==> config.mk <==
export PLATFORM = sky130hd
export DESIGN_NAME = mport_port
export DESIGN_NICKNAME = d
export VERILOG_FILES = /design/src/rtl/mport_pkg.sv /design/src/rtl/mport_regs.sv /design/src/rtl/mport_alatch.sv /design/src/rtl/mport_sop.sv /design/src/rtl/mport_mux.sv /design/src/rtl/mport_port.sv
export SDC_FILE = /design/constraint.sdc
export NUM_CORES = 1
export LEC_CHECK = 0
export BUFFER_PORTS_ARGS = -buffer_cell sky130_fd_sc_hd__buf_2
export CORE_AREA = 3 3 261 263
export DETAILED_ROUTE_END_ITERATION = 12
export DIE_AREA = 0 0 264 266
export SLEW_MARGIN = 25
export SYNTH_ARGS = -nofsm -noshare
export SYNTH_HDL_FRONTEND = slang
export SYNTH_HIERARCHICAL = 1
export SYNTH_SLANG_ARGS = --single-unit
==> constraint.sdc <==
create_clock -name clk -period 2.35 [get_ports clk]
set_input_delay 0.1175 -clock clk [delete_from_list [all_inputs] [get_ports clk]]
set_output_delay 0.1175 -clock clk [all_outputs]
set_load 0.01 [all_outputs]
==> src/rtl/mport_pkg.sv <==
package mport_pkg;
  typedef enum logic [1:0] {
    PM_IO   = 2'b00,
    PM_ADDR = 2'b01,
    PM_CS   = 2'b10,
    PM_RSVD = 2'b11
  } pin_mode_e;

  // first flat term index owned by pin p
  function automatic int term_base(int p, int half, int lo, int hi);
    return (p < half) ? p * lo : half * lo + (p - half) * hi;
  endfunction

  function automatic int term_count(int p, int half, int lo, int hi);
    return (p < half) ? lo : hi;
  endfunction
endpackage

==> src/rtl/mport_regs.sv <==
module mport_regs #(
  parameter int W = 8
) (
  input  logic         clk,
  input  logic         rst_n,
  input  logic         we,
  input  logic         sel,
  input  logic [W-1:0] wdata,
  input  logic [W-1:0] pin_in,
  output logic [W-1:0] data_q,
  output logic [W-1:0] dir_q,
  output logic [W-1:0] rdata
);
  always_ff @(posedge clk or negedge rst_n) begin
    if (!rst_n) begin
      data_q <= '0;
      dir_q  <= '0;
    end else if (we) begin
      if (sel) dir_q  <= wdata;
      else     data_q <= wdata;
    end
  end

  assign rdata = sel ? dir_q : pin_in;
endmodule

==> src/rtl/mport_alatch.sv <==
module mport_alatch #(
  parameter int W = 8
) (
  input  logic         clk,
  input  logic         rst_n,
  input  logic         load,
  input  logic [W-1:0] addr_in,
  output logic [W-1:0] lat_q
);
  always_ff @(posedge clk or negedge rst_n) begin
    if (!rst_n)    lat_q <= '0;
    else if (load) lat_q <= addr_in;
  end
endmodule

==> src/rtl/mport_sop.sv <==
module mport_sop
  import mport_pkg::*;
#(
  parameter int W     = 8,
  parameter int NI    = 12,
  parameter int PT_LO = 4,
  parameter int PT_HI = 2,
  parameter int TOT   = 24
) (
  input  logic [NI-1:0]     sop_in,
  input  logic [TOT-1:0]    pt_en,
  input  logic [TOT*NI-1:0] pt_use,
  input  logic [TOT*NI-1:0] pt_pol,
  output logic [W-1:0]      cs_n
);
  localparam int HALF = W / 2;

  for (genvar p = 0; p < W; p++) begin : g_pin
    localparam int BASE = term_base(p, HALF, PT_LO, PT_HI);
    localparam int CNT  = term_count(p, HALF, PT_LO, PT_HI);
    logic [CNT-1:0] hit;
    for (genvar t = 0; t < CNT; t++) begin : g_term
      localparam int K = BASE + t;
      // literal passes when unused or when input matches polarity
      assign hit[t] = pt_en[K] &
        (&(~pt_use[K*NI +: NI] | ~(sop_in ^ pt_pol[K*NI +: NI])));
    end
    assign cs_n[p] = ~(|hit);
  end
endmodule

==> src/rtl/mport_mux.sv <==
module mport_mux
  import mport_pkg::*;
#(
  parameter int W = 8
) (
  input  logic [2*W-1:0] mode,
  input  logic [W-1:0]   data_q,
  input  logic [W-1:0]   dir_q,
  input  logic [W-1:0]   lat_q,
  input  logic [W-1:0]   cs_n,
  output logic [W-1:0]   pin_out,
  output logic [W-1:0]   pin_oe
);
  always_comb begin
    for (int p = 0; p < W; p++) begin
      case (pin_mode_e'(mode[2*p +: 2]))
        PM_ADDR: begin pin_oe[p] = 1'b1;     pin_out[p] = lat_q[p];  end
        PM_CS:   begin pin_oe[p] = 1'b1;     pin_out[p] = cs_n[p];   end
        default: begin pin_oe[p] = dir_q[p]; pin_out[p] = data_q[p]; end
      endcase
    end
  end
endmodule

==> src/rtl/mport_port.sv <==
module mport_port #(
  parameter int W     = 8,
  parameter int NCTRL = 4,
  parameter int PT_LO = 4,
  parameter int PT_HI = 2,
  localparam int HALF = W / 2,
  localparam int NI   = W + NCTRL,
  localparam int TOT  = HALF * (PT_LO + PT_HI)
) (
  input  logic              clk,
  input  logic              rst_n,
  input  logic              host_we,
  input  logic              host_sel,
  input  logic [W-1:0]      host_wdata,
  output logic [W-1:0]      host_rdata,
  input  logic              addr_strobe,
  input  logic [W-1:0]      addr_in,
  input  logic [NCTRL-1:0]  ctrl_in,
  input  logic [2*W-1:0]    pin_mode,
  input  logic [TOT-1:0]    pt_en,
  input  logic [TOT*NI-1:0] pt_use,
  input  logic [TOT*NI-1:0] pt_pol,
  input  logic [W-1:0]      pin_in,
  output logic [W-1:0]      pin_out,
  output logic [W-1:0]      pin_oe
);
  logic [W-1:0] data_q, dir_q, lat_q, cs_n;

  mport_regs #(.W(W)) u_regs (
    .clk(clk), .rst_n(rst_n), .we(host_we), .sel(host_sel),
    .wdata(host_wdata), .pin_in(pin_in),
    .data_q(data_q), .dir_q(dir_q), .rdata(host_rdata)
  );

  mport_alatch #(.W(W)) u_lat (
    .clk(clk), .rst_n(rst_n), .load(addr_strobe),
    .addr_in(addr_in), .lat_q(lat_q)
  );

  mport_sop #(.W(W), .NI(NI), .PT_LO(PT_LO), .PT_HI(PT_HI), .TOT(TOT)) u_sop (
    .sop_in({ctrl_in, lat_q}), .pt_en(pt_en),
    .pt_use(pt_use), .pt_pol(pt_pol), .cs_n(cs_n)
  );

  mport_mux #(.W(W)) u_mux (
    .mode(pin_mode), .data_q(data_q), .dir_q(dir_q),
    .lat_q(lat_q), .cs_n(cs_n), .pin_out(pin_out), .pin_oe(pin_oe)
  );
endmodule

==> impl_metrics.csv <==
group,metric,value,unit
yosys,ys_ff_latch,24,
yosys,ys_seq_area_frac,0.102,
power,p_leak,6.04,nW
critical_path,slowest_delay,520,ps
critical_path,cp-start-kind,"flip-flop",
drt,route.vias.total,8462,
final_layout,final_cell_mix,"672 x buf_2, 274 x xor2_1, 90 x buf_4",
power,clockPowerShare,0.123,
hold_path,hold_start,"addr_in[7]",
clock_tree,cts-root-buf,"clkbuf_16",
sta,setup_ws,-451,ps
placement,place_ws,-760,ps
yosys,synth_area,5890,um^2
hold_path,whs_endpoint,"u_lat/lat_q[7]",
critical_path,ff2ff_path_depth,4,
sta,relSlewSlack,0.469,
yosys,ys_types,28,
hold_path,holdPathStages,2,
critical_path,critical_path.slowest_cell,"dfrtp_4",
yosys,synth_nets,1330,
drt,postRouteAntennaNets,0,
sta,rsz0062_at_grt,"yes",
flow_run,cap_violations,0,
clock_tree,clock_path_buffers,2,
yosys,ys_warn_count,6,
placement,dp_hpwl,49400,um
drt,wirelength,54000,um
critical_path,cp.required,2230,ps
floorplanning,fp-row-count,94,
yosys,synthCells,665,
floorplanning,initial_core_util,0.0895,
drt,dr.pass1.iters,5,
critical_path,crit_path_max_fanout,6,
drt,wl_per_cell,23.3,um
critical_path,crit_chain,"buf_12 -> xor2_2 -> a22oi_2 -> nand4_1 -> nor2_2 -> nor4_4 -> a22oi_2 -> o21ai_1 -> buf_2",
run_status,violations,"setup timing",
global_route,antenna_found_initial,37,
run_status,status,"complete, but fails checks",
global_route,grt_pass1_vias,8972,
final_layout,nNetsFinal,2106,
yosys,synthTopCellsByArea,"xor2_1 43%, a22oi_1 12%, dfrtp_1 10%",
global_route,grt_pass1_wl,69500,um
drt,initialDrtViolationCount,470,
global_route,track_usage,0.144,
drt,viasPerCell,3.65,
sta,worst_slew_pin_slew,796,ps
final_layout,n_fill_cell,7482,
critical_path,reg2reg_slack,1100,ps
power,power_density,322,nW/um^2
critical_path,cpMostUsedCell,"a22oi_2",
sta,tns,-2610,ps
placement,io_buffers,672,
sta,finalHoldViolCount,0,
final_layout,fin_area,12000,um^2
critical_path,worstReg2RegEnd,"u_lat/lat_q[5]",
floorplanning,coreArea,65900,um^2
placement,gp_congestion,0.939,
power,p_switching,0.00167,W
floorplanning,io_pins,673,
clock_tree,cts_inserted_buffers,3,
drt,drc_errors,0,
sta,max_freq,357,MHz
global_route,grt_overflow,0,
floorplanning,dieHeight,266,um
final_layout,layout-drive-gt1-share,0.637,
yosys,synth_top_area_frac,0.428,
sta,skew,0,ps
sta,finalCriticalPeriod,2800,ps
critical_path,crit_buf_inv,2,
critical_path,cp_top_family,"simple AND/OR/NAND/NOR gates",
critical_path,worst_setup_path_end_kind,"output pin",
yosys,synth_area_leader_cell,"xor2_1",
critical_path,timing.rr.start,"u_lat/lat_q[5]",
power,p_int,0.00218,W
hold_path,hp-class,"in2reg",
placement,placed_area,11000,um^2
clock_tree,insertion_delay,290,ps
final_layout,synthToLayoutAreaGrowth,103,%
floorplanning,dieWidth,264,um
yosys,syn_area_per_cell,8.86,um^2
power,max-vdd-ir-drop,0.245,mV
clock_tree,cts.sinks,24,
power,switching_share,0.434,
clock_tree,clk_pin_slew,90,ps
critical_path,cp.arrival,2680,ps
critical_path,criticalPathCategory,"reg2out",
sta,maxSlewViolCount,0,
power,comb_power_share,0.740,
global_route,grt_start_max_net_pins,25,
floorplanning,die-area,70200,um^2
clock_tree,h-tree-depth,1,
power,p_seq_frac,0.137,
sta,setup_viol,8,
clock_tree,cts_tree,"built",
sta,timing.final.crit_share,1.19,
final_layout,final_common_cell,"buf_2",
[synthesized netlist by cell type]
cell and instances:
xor2_1 288, mux2_4 24, ha_1 16, nand4_1 20, a22oi_1 96, buf_8 1, a22o_1 4, a221oi_1 4
o21ai_1 8, nor4_2 3, buf_6 18, nand2b_4 1, nor4_1 1, nand3_1 20, and4_1 4, dfrtp_1 24
nand2_1 32, inv_1 16, nand2b_1 8, nand2_4 1, nor2_1 17, and2b_4 1, nor2_2 3, buf_12 1
a222oi_1 24, buf_4 18, a31oi_1 4, mux2_2 8
[repair_timing]
| item | in CTS | in global routing |
|---|---|---|
| buffers inserted | 29 | 4 |
| hold endpoints to repair | 24 | 0 |
| hold buffers | 1 | 0 |
| gates cloned | 0 | 0 |
| pin swaps | 70 | 38 |
| endpoints found under the setup margin | 8 | 8 |
| resized for setup | 88 | 19 |
[layout make-up]
class / instances / area (um^2) / area share
Antenna cell: 14 / 35.0 / 0.00293
Inverter: 16 / 60.1 / 0.00502
Timing Repair Buffer: 809 / 4770 / 0.399
Sequential cell: 24 / 616 / 0.0514
Tap cell: 864 / 1080 / 0.0903
Multi-Input combinational cell: 587 / 5310 / 0.444
Clock buffer: 4 / 88.8 / 0.00742
[per-layer routing]
layer	share of wire	global-route usage	wire length, um
met5	0.0011	0	61
met1	0.40	0.175	21800
met3	0.075	0.0296	4070
met2	0.50	0.258	26900
met4	0.021	0.0360	1140
[power by group through the flow]
stage	combinational [W]	clock [W]	sequential [W]
4_1_cts	0.00285	0.000509	0.000542
2_1_floorplan	0.00114	0	0.000501
5_1_grt	0.00307	0.000508	0.000540
3_3_place_gp	0.00260	0	0.000557
3_5_place_dp	0.00260	0	0.000560
6_report	0.00285	0.000472	0.000529
[flip-flops by register name (all words and copies together) (netlist names)]
name and flops:
u_lat/lat_q 8, u_regs/data_q 8, u_regs/dir_q 8
[worst max-delay path by stage]
stage / cells after the start / from / slack [ps] / endpoint
2_1_floorplan: 9 / u_lat/lat_q[6] / 580 / pin_out[0]
3_3_place_gp: 11 / u_lat/lat_q[4] / -840 / pin_out[3]
3_5_place_dp: 11 / u_lat/lat_q[4] / -760 / pin_out[3]
4_1_cts: 9 / u_lat/lat_q[4] / -550 / pin_out[3]
5_1_grt: 11 / u_lat/lat_q[4] / -530 / pin_out[2]
6_report: 9 / u_lat/lat_q[4] / -450 / pin_out[3]
[through the flow]
stage | std cells | utilization | total power [W] | hold slack [ps]
6_report | 2318 | 0.182 | 0.00385 | 51.7
5_1_grt | 2311 | 0.181 | 0.00412 | 53.8
4_1_cts | 2303 | 0.179 | 0.00390 | 42.6
3_5_place_dp | 2274 | 0.168 | 0.00316 | 225
3_3_place_gp | 2274 | 0.168 | 0.00316 | 224
2_1_floorplan | 665 | - | 0.00164 | -178
[cells by family (layout without fill, tap and decap cells)]
family                     count (synthesis)  count (layout)  synth area share
buffers and inverters                     54             829            0.0734
xor gates and xnor gates                 288             288             0.428
other                                      0              14                 0
DFF                                       24              24             0.102
adders and majority gates                 16              16            0.0340
muxes                                     32              32            0.0764
AOI/OAI and AO/OA                        140             140             0.186
and+or+nand+nor                          111             111             0.100
No activity file was read; power rests on OpenSTA's default activity.
